**src/rtl/irqcfg_pkg.sv**
```systemverilog
package irqcfg_pkg;

  typedef enum logic [1:0] {
    WIN_CTRL = 2'd0,
    WIN_PRIO = 2'd1,
    WIN_TGT  = 2'd2,
    WIN_NONE = 2'd3
  } win_e;

  localparam int unsigned LANES = 4;

  // one-hot lane enable for a byte access, all lanes for a word access
  function automatic logic [LANES-1:0] lane_enables(input logic is_byte,
                                                    input logic [1:0] lane);
    logic [LANES-1:0] en;
    if (is_byte) begin
      en = '0;
      en[lane] = 1'b1;
    end else begin
      en = '1;
    end
    return en;
  endfunction

endpackage

```
**src/rtl/irqcfg_decode.sv**
```systemverilog
module irqcfg_decode
  import irqcfg_pkg::*;
#(
  parameter int unsigned ADDR_W  = 12,
  parameter int unsigned NUM_IRQ = 64,
  localparam int unsigned WIN_W  = ADDR_W - 2,
  localparam int unsigned WORD_W = WIN_W - 2
) (
  input  logic              req_byte,
  input  logic [ADDR_W-1:0] req_addr,
  output win_e              win,
  output logic [WORD_W-1:0] word_idx,
  output logic [1:0]        lane,
  output logic [LANES-1:0]  lane_en,
  output logic              in_range
);

  logic [WIN_W-1:0] offset;

  always_comb begin
    win      = win_e'(req_addr[ADDR_W-1 -: 2]);
    offset   = req_addr[WIN_W-1:0];
    word_idx = offset[WIN_W-1:2];
    lane     = offset[1:0];
    lane_en  = lane_enables(req_byte, offset[1:0]);
    in_range = (32'(offset) < NUM_IRQ);
  end

endmodule

```
**src/rtl/irqcfg_field_array.sv**
```systemverilog
module irqcfg_field_array #(
  parameter int unsigned NUM_ENTRY = 64,
  parameter int unsigned FIELD_W   = 5,
  parameter bit          MSB_ALIGN = 1'b1,
  parameter int unsigned WORD_W    = 8,
  localparam int unsigned SHIFT    = MSB_ALIGN ? (8 - FIELD_W) : 0,
  localparam int unsigned STORE_W  = NUM_ENTRY * FIELD_W
) (
  input  logic              clk,
  input  logic              rst_n,
  input  logic              wr_en,
  input  logic [WORD_W-1:0] wr_word,
  input  logic [3:0]        wr_lanes,
  input  logic [31:0]       wr_data,
  input  logic [WORD_W-1:0] rd_word,
  output logic [31:0]       rd_data
);

  logic [STORE_W-1:0] store_q;
  logic [STORE_W-1:0] store_d;

  // next state, one entry per generated slice
  for (genvar e = 0; e < NUM_ENTRY; e++) begin : g_entry
    localparam int unsigned WRD = e / 4;
    localparam int unsigned LN  = e % 4;
    logic hit;
    logic [7:0] wbyte;
    assign hit   = wr_en && (32'(wr_word) == WRD) && wr_lanes[LN];
    assign wbyte = wr_data[8*LN +: 8];
    assign store_d[e*FIELD_W +: FIELD_W] =
      hit ? FIELD_W'(wbyte >> SHIFT) : store_q[e*FIELD_W +: FIELD_W];
  end

  always_ff @(posedge clk or negedge rst_n) begin
    if (!rst_n) begin
      store_q <= '0;
    end else if (wr_en) begin
      store_q <= store_d;
    end
  end

  // read: expand each stored field back into its byte lane
  always_comb begin
    rd_data = '0;
    for (int e = 0; e < NUM_ENTRY; e++) begin
      if (32'(rd_word) == (e / 4)) begin
        rd_data[8*(e%4) +: 8] = 8'(store_q[e*FIELD_W +: FIELD_W]) << SHIFT;
      end
    end
  end

endmodule

```
**src/rtl/irqcfg_bank.sv**
```systemverilog
module irqcfg_bank
  import irqcfg_pkg::*;
#(
  parameter int unsigned ADDR_W    = 12,
  parameter int unsigned NUM_IRQ   = 64,
  parameter int unsigned NUM_CPU   = 4,
  parameter int unsigned PRIO_BITS = 5,
  parameter logic [31:0] ID_VALUE  = 32'h0000_143B
) (
  input  logic              clk,
  input  logic              rst_n,
  input  logic              req_valid,
  input  logic              req_write,
  input  logic              req_byte,
  input  logic [ADDR_W-1:0] req_addr,
  input  logic [31:0]       req_wdata,
  output logic              rsp_valid,
  output logic [31:0]       rsp_rdata
);

  localparam int unsigned WIN_W  = ADDR_W - 2;
  localparam int unsigned WORD_W = WIN_W - 2;
  localparam logic [4:0]  IRQ_FLD = 5'(NUM_IRQ / 32 - 1);
  localparam logic [2:0]  CPU_FLD = 3'(NUM_CPU - 1);
  localparam logic [31:0] TYPE_VALUE = {24'b0, CPU_FLD, IRQ_FLD};
  localparam logic [WORD_W-1:0] TYPE_WORD = WORD_W'(1);
  localparam logic [WORD_W-1:0] ID_WORD   = WORD_W'(2);

  // reset: asynchronous assertion, synchronous release
  logic [1:0] rst_sync_q;
  logic       rst_int_n;

  always_ff @(posedge clk or negedge rst_n) begin
    if (!rst_n) begin
      rst_sync_q <= '0;
    end else begin
      rst_sync_q <= {rst_sync_q[0], 1'b1};
    end
  end
  assign rst_int_n = rst_sync_q[1];

  // decode
  win_e              win;
  logic [WORD_W-1:0] word_idx;
  logic [1:0]        lane;
  logic [LANES-1:0]  lane_en;
  logic              in_range;

  irqcfg_decode #(
    .ADDR_W  (ADDR_W),
    .NUM_IRQ (NUM_IRQ)
  ) i_decode (
    .req_byte (req_byte),
    .req_addr (req_addr),
    .win      (win),
    .word_idx (word_idx),
    .lane     (lane),
    .lane_en  (lane_en),
    .in_range (in_range)
  );

  // write steering
  logic [31:0] wr_lanes_data;
  logic        wr_ok;
  logic        prio_wr;
  logic        tgt_wr;

  always_comb begin
    wr_lanes_data = req_byte ? {4{req_wdata[7:0]}} : req_wdata;
    wr_ok         = req_valid && req_write && in_range;
    prio_wr       = wr_ok && (win == WIN_PRIO);
    tgt_wr        = wr_ok && (win == WIN_TGT);
  end

  logic [31:0] prio_rd;
  logic [31:0] tgt_rd;

  irqcfg_field_array #(
    .NUM_ENTRY (NUM_IRQ),
    .FIELD_W   (PRIO_BITS),
    .MSB_ALIGN (1'b1),
    .WORD_W    (WORD_W)
  ) i_prio (
    .clk      (clk),
    .rst_n    (rst_int_n),
    .wr_en    (prio_wr),
    .wr_word  (word_idx),
    .wr_lanes (lane_en),
    .wr_data  (wr_lanes_data),
    .rd_word  (word_idx),
    .rd_data  (prio_rd)
  );

  irqcfg_field_array #(
    .NUM_ENTRY (NUM_IRQ),
    .FIELD_W   (NUM_CPU),
    .MSB_ALIGN (1'b0),
    .WORD_W    (WORD_W)
  ) i_tgt (
    .clk      (clk),
    .rst_n    (rst_int_n),
    .wr_en    (tgt_wr),
    .wr_word  (word_idx),
    .wr_lanes (lane_en),
    .wr_data  (wr_lanes_data),
    .rd_word  (word_idx),
    .rd_data  (tgt_rd)
  );

  // read mux
  logic [31:0] word_val;
  logic [31:0] rd_val;
  logic        rd_req;

  always_comb begin
    word_val = '0;
    unique case (win)
      WIN_CTRL: begin
        if (word_idx == TYPE_WORD)    word_val = TYPE_VALUE;
        else if (word_idx == ID_WORD) word_val = ID_VALUE;
      end
      WIN_PRIO: if (in_range) word_val = prio_rd;
      WIN_TGT:  if (in_range) word_val = tgt_rd;
      default:  word_val = '0;
    endcase
    rd_val = req_byte ? {24'b0, word_val[8*lane +: 8]} : word_val;
    rd_req = req_valid && !req_write;
  end

  // response registers
  logic        rsp_valid_d;
  logic [31:0] rsp_rdata_d;
  logic        rsp_valid_q;
  logic [31:0] rsp_rdata_q;

  always_comb begin
    rsp_valid_d = rd_req;
    rsp_rdata_d = rd_req ? rd_val : rsp_rdata_q;
  end

  always_ff @(posedge clk or negedge rst_int_n) begin
    if (!rst_int_n) begin
      rsp_valid_q <= 1'b0;
      rsp_rdata_q <= '0;
    end else begin
      rsp_valid_q <= rsp_valid_d;
      if (rd_req) rsp_rdata_q <= rsp_rdata_d;
    end
  end

  assign rsp_valid = rsp_valid_q;
  assign rsp_rdata = rsp_rdata_q;

endmodule

```
**config.mk**
```make
export PLATFORM = sky130hd
export DESIGN_NAME = irqcfg_bank
export DESIGN_NICKNAME = d
export VERILOG_FILES = /design/src/rtl/irqcfg_pkg.sv /design/src/rtl/irqcfg_decode.sv /design/src/rtl/irqcfg_field_array.sv /design/src/rtl/irqcfg_bank.sv
export SDC_FILE = /design/constraint.sdc
export NUM_CORES = 1
export LEC_CHECK = 0
export ABC_AREA = 1
export BUFFER_PORTS_ARGS = -buffer_cell sky130_fd_sc_hd__buf_2
export CAP_MARGIN = 30
export CORE_MARGIN = 3
export CORE_UTILIZATION = 54
export CTS_CLUSTER_DIAMETER = 200
export DETAILED_ROUTE_END_ITERATION = 8
export PLACE_DENSITY = 0.76
export SLEW_MARGIN = 20
export SYNTH_ARGS = -nofsm -noshare
export SYNTH_HDL_FRONTEND = slang
export SYNTH_SLANG_ARGS = --single-unit
```
**constraint.sdc**
```tcl
create_clock -name clk -period 16.9 [get_ports clk]
set_clock_uncertainty 0.2 [all_clocks]
set_input_delay 3.38 -clock clk [delete_from_list [all_inputs] [get_ports clk]]
set_output_delay 3.38 -clock clk [all_outputs]
set_load 0.005 [all_outputs]
```
; Yosys cells after proc, flatten, opt, wreduce, memory -nomap -nowiden
; Index checks and enable logic that the tools add are counted.
[classes]
eq_ne = 17
n_reduce_logical = 297
mux = 138
n_shift = 1
magnitude_cmp = 3
[op_table]
columns = op, n
row1 = 2-to-1 mux 8 bit, 124
row2 = AND reduction 2 bit, 128
row3 = logical AND 1 bit, 166
row4 = 2-to-1 mux 32 bit, 4
row5 = one-hot mux 32 bit (3 select lines), 1
row6 = "== test 8 x 4 -> 1 bit, second input constant", 8
row7 = "== test 8 x 3 -> 1 bit, second input constant", 4
row8 = indexed part select 32 x 6 -> 8 bit, 1
row9 = 2-to-1 mux 13 bit, 2
row10 = 2-to-1 mux 4 bit, 5
row11 = "== test 8 x 2 -> 1 bit, second input constant", 2
row12 = "< comparator 10 x 7 -> 1 bit, second input constant", 1
row13 = "== test 8 x 1 -> 1 bit, second input constant", 1
row14 = logical NOT 8 bit, 1
row15 = "< comparator 2 x 3 -> 1 bit, second input constant", 1
row16 = demux 1 bit (select 2 bit), 1
row17 = "== test 2 x 1 -> 1 bit, second input constant", 1
row18 = "== test 2 bit, second input constant", 1
row19 = ">= comparator 2 x 1 -> 1 bit, second input constant", 1
row20 = logical NOT 2 bit, 1
row21 = logical NOT 1 bit, 1
row22 = 2-to-1 mux 1 bit, 1
[word_totals]
out_inout_bits = 33
wordCells = 587
regBits = 611

; Longest topological paths before layout
; Gate-level depths: netlist of run 1.
[logic_depth]
word_depth = 21
ltp_mapped = 22
mapped_depth_nobuf = 21

; Modules after synthesis
; A second synthesis of run 1 with hierarchy kept.
[unflattened]
hier_cells = 3672
hier_area_um2 = 30015.0
[by_module_without_submodules]
columns = mod, instances, cells_per_inst, area_per_inst_um2
row1 = irqcfg_field_array (i_prio), 1, 1784, 14784.2
row2 = irqcfg_field_array (i_tgt), 1, 1455, 12464.5
row3 = irqcfg_bank, 1, 407, 2617.5
row4 = irqcfg_decode, 1, 26, 148.9

; Least setup slack after synthesis of run 1
; No wires, ideal clock.
[synth_path]
path_type = in2reg
start = in req_addr[7]
end = reg rsp_rdata_q[3] (netlist: rsp_rdata[3])
path_slack_ns = 11.587
stages = 19
t_arrival_ns = 4.996
n_path_buf = 2
setup_time_ns = 0.116
required_ns = 16.584
cell_sequence = nor2_2 > nand2_4 > clkinv_4 > nand3_2 > buf_6 > buf_6 > or2_0 > o21ai_1 > nand4_1 > nor2_1 > nand4_1 > nor2_1 > nand4_1 > nand2_1 > nand3_1 > nand3_1 > nand2_1 > nand2_1 > nand2_1
[synth_via]
elab_chain_len = 21
[synth_lines]
columns = item, line_no
row1 = start: declaration, irqcfg_bank.sv:15  ; input logic [ADDR_W-1:0] req_addr,
row2 = logical NOT 8 bit, irqcfg_field_array.sv:46  ; if (32'(rd_word) == (e / 4)) begin
row3 = 2-to-1 mux 4 bit / 2-to-1 mux 8 bit (equally long branches), irqcfg_field_array.sv:46
row4 = 2-to-1 mux 8 bit (15 in a row), irqcfg_field_array.sv:46
row5 = "2-to-1 mux 32 bit, on equally long branches", "irqcfg_bank.sv:123, irqcfg_bank.sv:122"
row6 = one-hot mux 32 bit (3 select lines) (*), irqcfg_bank.sv:117  ; unique case (win)
row7 = indexed part select 32 x 6 -> 8 bit, irqcfg_bank.sv:126  ; rd_val = req_byte ? {24'b0, word_val[8*lane +: 8]} : word_val;
row8 = 2-to-1 mux 32 bit (*), irqcfg_bank.sv:126
row9 = end signal: assignment, irqcfg_bank.sv:147  ; if (rd_req) rsp_rdata_q <= rsp_rdata_d;
row10 = end: declaration, irqcfg_bank.sv:134  ; logic [31:0] rsp_rdata_q;
; Every way passes the cells marked *; elsewhere a longest branch is shown, timed or not.
; A chain may end at the register's enable or synchronous reset.

; Worst setup path in the final report of run 1
[layout_path]
start = in req_addr[9]
end = reg i_tgt.store_q[8]
[layout_via]
elab_chain_len = 6
[layout_lines]
columns = item, line_no
row1 = < comparator 10 x 7 -> 1 bit, irqcfg_decode.sv:26  ; in_range = (32'(offset) < NUM_IRQ);
row2 = logical AND 1 bit, irqcfg_bank.sv:70  ; wr_ok = req_valid && req_write && in_range;
row3 = logical AND 1 bit, irqcfg_bank.sv:72  ; tgt_wr = wr_ok && (win == WIN_TGT);
row4 = logical AND 1 bit (2 in a row), irqcfg_field_array.sv:28  ; assign hit = wr_en && (32'(wr_word) == WRD) && wr_lanes[LN];
row5 = AND reduction 2 bit (no source line) (*), -
row6 = end signal: assignment, irqcfg_field_array.sv:38  ; store_q <= store_d;
row7 = end: declaration, irqcfg_field_array.sv:19  ; logic [STORE_W-1:0] store_q;
; Marks and branches as above.

==> reports/results.tsv, run 1 <==
metric	value	unit
outcome	complete, no violations	
wl_per_cell	19.6	um
post_cts_buffers	0	
criticalPathCategory	in -> reg	
fillers	4170	
power_density	97.8	nW/um2
pin_count	82	
insertion_delay	630	ps
grt-busiest-layer	met2	
core	49200	um2
yosys.area.top_type	dfrtp_1	
yosysUniqueCellTypes	38	
setup_tns	0	ps
initial_core_util	55.0	%
layout-drive-gt1-share	8.64	%
grt_util_met3	4.78	%
worstPathMaxFanout	45	
port_buffers	81	
arrival	6670	ps
die_w	230	um
vias	23700	
synthFlopType	dfrtp_1	
num-nets-final	3356	
p_total	0.00297	W
synth_edf_count	0	
rsz0062_at_grt	no	
clkTransAtPathRegs	60	ps
r2r_start	rst_sync_q[1]	
peakVddDrop	0.102	mV
drt_iter0_markers	2398	
postSynth.asyncResetShare	100	%
drt-total-wl	78.8	mm
hold_path_class	reg -> reg	
place.gp.congestion	0.920	
cts_root_buf	clkbuf_16	
cts_buffer_depth	3	
tightest_slew	1030	ps
ys_ff_latch	611	
r2r_end	rsp_rdata[1]	
critPathCaptureType	flip-flop	
max_freq	156	MHz
synth_top_area_share	56.6	%
drv_slew	0	
fp.dieH	230	um
timing.hold.ws	150	ps
n_antenna_cell	0	
multi_input_area	10600	um2
antenna_found_initial	2	
synthCells	3255	
synth.top_cells.by_area	dfrtp_1 57%, nand2_1 16%, o21ai_0 11%, nand4_1 2.6%, nand3_1 2.6%	
ys_seq_area_share	56.6	%
cts_hold_buffers	0	
grt_use_total	29.8	%
cts.sinks	611	
grt_max_degree	173	
post-dp-hpwl	52.8	mm
reg2reg_depth	3	
cp.required	17160	ps
ctsResizeCount	0	
ff_latch_area	15300	um2
fin_util	61.7	%
rrSetupSlack	14260	ps
met2_usage	50.1	%
hold_viol_final	0	
fin_area	30300	um2
gr-total-overflow	0	
hold_end	rst_sync_q[1]	
dpl_cell_area	28200	um2
synth_area	27000	um2
drc_errors	0	
cts_buffers	61	
die_area	52800	um2
hp-start	rst_sync_q[0]	
hold_depth	0	
p_leak	14.0	nW
worstSetupStartpointType	primary input	
fin_crit	6410	ps
dr.pass1.iters	6	
vias_per_cell	5.90	
met1_usage	38.3	%
row_count	81	
max_cap_violations	0	
area_growth	12.2	%
finalCritPeriodShare	37.9	%
relSlewSlack	31.1	%
grt_pass1_wl	125	mm
ant_nets	0	
synth_warnings	0	
grt_pass1_vias	23400	
synth_nets	3304	
setup-violations-final	0	
cts.htree.levels	2	
syn_area_per_cell	8.30	um2
cts_tree	yes	
cells in the mapped netlist (2+ instances only):
cell and n:
a21oi_1 82, a22o_1 4, a31oi_1 3, a32o_1 17, buf_1 9, buf_2 30, buf_4 2, buf_6 4
clkbuf_1 97, clkinv_1 4, clkinv_4 2, dfrtp_1 611, inv_1 139, inv_2 16, nand2_1 1135, nand2_2 2
nand2_4 2, nand3_1 138, nand4_1 112, nor2_1 136, nor2_2 12, nor2_4 5, nor3_1 2, o211ai_1 2
o21ai_0 595, o21ai_1 51, o22ai_1 8, or2_0 20, or2_1 2, or2_2 5
flip-flops by register name, summed over array words and instances (netlist names):
signal / count
i_prio.store_q: 320
i_tgt.store_q: 256
rsp_rdata: 32
rst_sync_q: 2
rsp_valid: 1
how the worst max path moves through the flow:
stage	startpoint	end	cells past startpoint
after floorplan	rst_sync_q[1]	i_prio.store_q[0]	0
after global placement	req_addr[9]	rsp_rdata[3]	18
after detailed placement	req_addr[9]	rsp_rdata[3]	18
after CTS	req_addr[9]	rsp_rdata[3]	18
after global routing	req_addr[9]	rsp_rdata[1]	18
final	req_addr[9]	i_tgt.store_q[8]	12
report_power, final:
part	internal, W	switching, W
sequential	0.00146	0.00000324
combinational	0.0000202	0.0000944
clock	0.000807	0.000578
worst max-delay path: stages:
cell and delay [ps]:
buf_2 100, nor2_2 290, nand2_4 150, clkinv_4 190, nand2_1 170, nor3_4 140
buf_4 600, inv_2 170, nor2_1 820, nand2_1 380, nand2_1 160, o21ai_0 90
metal layers:
| metal | wire (um) | part of all wire (%) | up-vias |
|---|---|---|---|
| met5 | 23 | 0.029 | - |
| met4 | 3190 | 4.1 | 4 |
| met3 | 6540 | 8.3 | 228 |
| met2 | 38500 | 49 | 1102 |
| met1 | 30500 | 39 | 11500 |
| li1 | - | - | 10900 |
cell families (layout without fill, tap and decap cells):
group	Yosys count	count (layout)	share of synthesized area, %
and+or+nand+nor	1576	1576	24.3
AOI/OAI and AO/OA	764	764	14.6
DFF	611	611	56.6
buffers and inverters	303	406	4.52
other	1	1	0.0139
cell usage in the layout, fill, tap and decap left out, types with 9 or more instances in the layout:
master,netlist,layout
nand2_1,1135,1135
dfrtp_1,611,610
o21ai_0,595,595
inv_1,139,139
nand3_1,138,138
nor2_1,136,136
nand4_1,112,112
buf_2,30,81
a21oi_1,82,74
clkbuf_16,0,63
o21ai_1,51,49
buf_4,2,39
or2_0,20,20
a32o_1,17,17
inv_2,16,16
clkbuf_8,0,15
clkinv_2,0,15
clkbuf_1,97,14
nor2_4,5,9
area by class of cell:
class / instances / share of cell area [%]
clock inverter: 22 / 0.726
sequential: 611 / 50.4
tap: 664 / 2.74
clock buffer: 92 / 6.05
multi-input combinational: 2341 / 34.9
timing repair buffer: 131 / 3.16
inverter: 161 / 2.03
per-stage QoR:
stage          instances  setup slack (ps)
6_report            4022             10490
5_1_grt             4022             10290
4_1_cts             4021             10610
3_5_place_dp        3907              9960
3_3_place_gp        3897             10010
2_1_floorplan       3255              6760
Power figures use the tool's default switching activity.
==> run 2: changes to the inputs <==
--- a/config.mk
+++ b/config.mk
@@ -5,7 +5,7 @@
 export SDC_FILE = /design/constraint.sdc
 export NUM_CORES = 1
 export LEC_CHECK = 0
-export ABC_AREA = 1
+export ABC_AREA = 0
 export BUFFER_PORTS_ARGS = -buffer_cell sky130_fd_sc_hd__buf_2
 export CAP_MARGIN = 30
 export CORE_MARGIN = 3
==> constraint.sdc (replaced) <==
create_clock -name clk -period 5.7 [get_ports clk]
set_clock_uncertainty 0.2 [all_clocks]
set_input_delay 1.14 -clock clk [delete_from_list [all_inputs] [get_ports clk]]
set_output_delay 1.14 -clock clk [all_outputs]
set_load 0.005 [all_outputs]
==> run 2 against run 1 <==
  * Total power increased to 3.2 times the previous value
  * Synthesized cell count decreased by 16%
  * Via count increased by 1.8%
  * Flip-flop and latch count unchanged
  * Design area increased by 6.2%
  * Area after synthesis increased by 5.0%
  * Worst hold slack got worse by 34 ps
  * Largest cell class unchanged
  * Largest power group is now clock
==> reports/results.tsv, run 2 <==
metric	value	unit
drt-total-wl	104	mm
reg2reg_depth	7	
fp.dieH	235	um
num-nets-final	2908	
post-dp-hpwl	70.7	mm
setup-violations-final	0	
arrival	4710	ps
yosys.area.top_type	dfrtp_1	
worstSetupStartpointType	primary input	
cts_buffers	66	
ys_seq_area_share	53.9	%
met1Wirelength	37.9	mm
drc_errors	0	
drt_iter0_markers	3262	
synth_edf_count	0	
top_register	i_prio.store_q	
stdcell_count	3595	
synth_warnings	0	
cpMaxStageDelayCell	o41ai_1	
cts.sinks	611	
p_leak	14.7	nW
relSlewSlack	26.7	%
place.gp.congestion	1.05	
grt_use_total	37.1	%
p_seq_share	46.1	%
antenna_found_initial	10	
yosysUniqueCellTypes	77	
critPathCaptureType	flip-flop	
fin_crit	4460	ps
crit_buf_inv	2	
peakVddDrop	0.265	mV
dp_cells	3471	
cts_tree	yes	
cp_cell_sequence	buf_2 -> nor4_2 -> buf_4 -> nand2_1 -> o21a_1 -> o31ai_1 -> a31oi_1 -> o41ai_1 -> o31ai_1	
layout_common_cells	610 x dfrtp_1, 469 x nand2_1, 359 x o21ai_0, 234 x nor2_1, 199 x a21oi_1	
clkTransAtPathRegs	60	ps
synth_area	28400	um2
dr_wl_met2	43.3	mm
rsz0062_at_grt	no	
vias	24200	
ctsResizeCount	0	
criticalPathCategory	in -> reg	
cts_buffer_depth	3	
initial_core_util	55.0	%
top_layer	met5	
wl_per_cell	28.8	um
insertion_delay	610	ps
place_ws	810	ps
synthFlopType	dfrtp_1	
post_cts_buffers	0	
die_area	55300	um2
syn_area_per_cell	10.3	um2
synth_top_area_share	53.9	%
ys_top_cells_by_count	611 x dfrtp_1, 469 x nand2_1, 359 x o21ai_0	
max_freq	224	MHz
p_total	0.00945	W
grt_pass1_wl	154	mm
hold_path_class	in -> async	
largest_reg_flops	320	
power.switching	0.00225	W
row_count	83	
cp_num_cells	9	
route.met3.wl	14.7	mm
finalCritPeriodShare	78.2	%
dr.pass1.iters	9	
fin_ws	1240	ps
p_int	0.00720	W
max_cap_violations	0	
cts.htree.levels	3	
grt_pass1_vias	23800	
power_density	293	nW/um2
synthCells	2745	
area_growth	13.6	%
timing.hold.ws	116	ps
vias_per_cell	6.72	
ant_nets	0	
synth.most_common_cell	dfrtp_1	
synth.top_cells.by_area	dfrtp_1 54%, mux2_2 6.9%, o21ai_0 6.3%, nand2_1 6.2%, mux4_2 4.0%	
final_common_cell	dfrtp_1	
combPwrFrac	6.0	%
hold_viol_final	0	
synth_nets	2794	
core	51600	um2
swShare	23.8	%
gr-total-overflow	0	
postSynth.asyncResetShare	100	%
cp_top_family	compound AO/OA/AOI/OAI gates	
max_stage_delay	870	ps
outcome	complete, no violations	
cp_common_cell	o31ai_1	
ys_ff_latch	611	
tightest_slew	1090	ps
grt_max_degree	168	
cts_root_buf	clkbuf_16	
drv_slew	0	
pin_count	82	
port_buffers	81	
p_clk_share	47.8	%
cp.required	5950	ps
die_w	235	um
cts_hold_buffers	0	
layout-drive-gt1-share	20.7	%
worstPathMaxFanout	27	
run 2: path summary, 6_finish.rpt:
path / to / startpoint / slack (ps)
worst max-delay path: rsp_rdata[4] / req_addr[7] / 1240
worst min-delay path: rst_sync_q[1] / rst_n / 120
worst max register to register: rsp_rdata[1] / i_tgt.store_q[169] / 2900
worst min register to register: rst_sync_q[1] / rst_sync_q[0] / 150
max in group asynchronous: i_tgt.store_q[50] / rst_sync_q[1] / 3440
min in group clk: rst_sync_q[1] / rst_sync_q[0] / 150
run 2: logic make-up after synthesis:
logic type      share of synthesized area [%]
other cells                            0.0132
mux                                      13.2
buf+inv                                  2.79
compound gates                           17.0
flops                                    53.9
simple gates                             13.2
run 2: routing by layer:
metal	GRT usage (%)	vias up
met4	21.6	10
met5	0	-
met2	52.8	1753
met3	14.9	487
li1	-	10100
met1	48.1	11800
run 2: layout make-up:
type	instances	area, um2
Fill cell	4006	19400
Clock inverter	21	275
Clock buffer	98	2020
Multi-Input combinational cell	1965	12300
Antenna cell	5	12.5
Tap cell	680	851
Timing Repair Buffer	204	1390
Inverter	11	41.3
Sequential cell	611	15300
run 2: stage by stage:
stage                     area (um2)  setup TNS (ps)  utilization [%]
after floorplan                28400         -257540                -
after global placement         29900               0             57.9
after detailed placement       29900               0             57.9
after CTS                      32200               0             62.4
after global routing           32200               0             62.4
final                          32200               0             62.4
run 2: power groups by stage:
stage	sequential, W	clock (W)	combinational, W
3_5_place_dp	0.00444	0	0.000546
2_1_floorplan	0.00449	0	0.000249
3_3_place_gp	0.00444	0	0.000540
6_report	0.00436	0.00452	0.000569
4_1_cts	0.00436	0.00455	0.000549
5_1_grt	0.00436	0.00472	0.000587
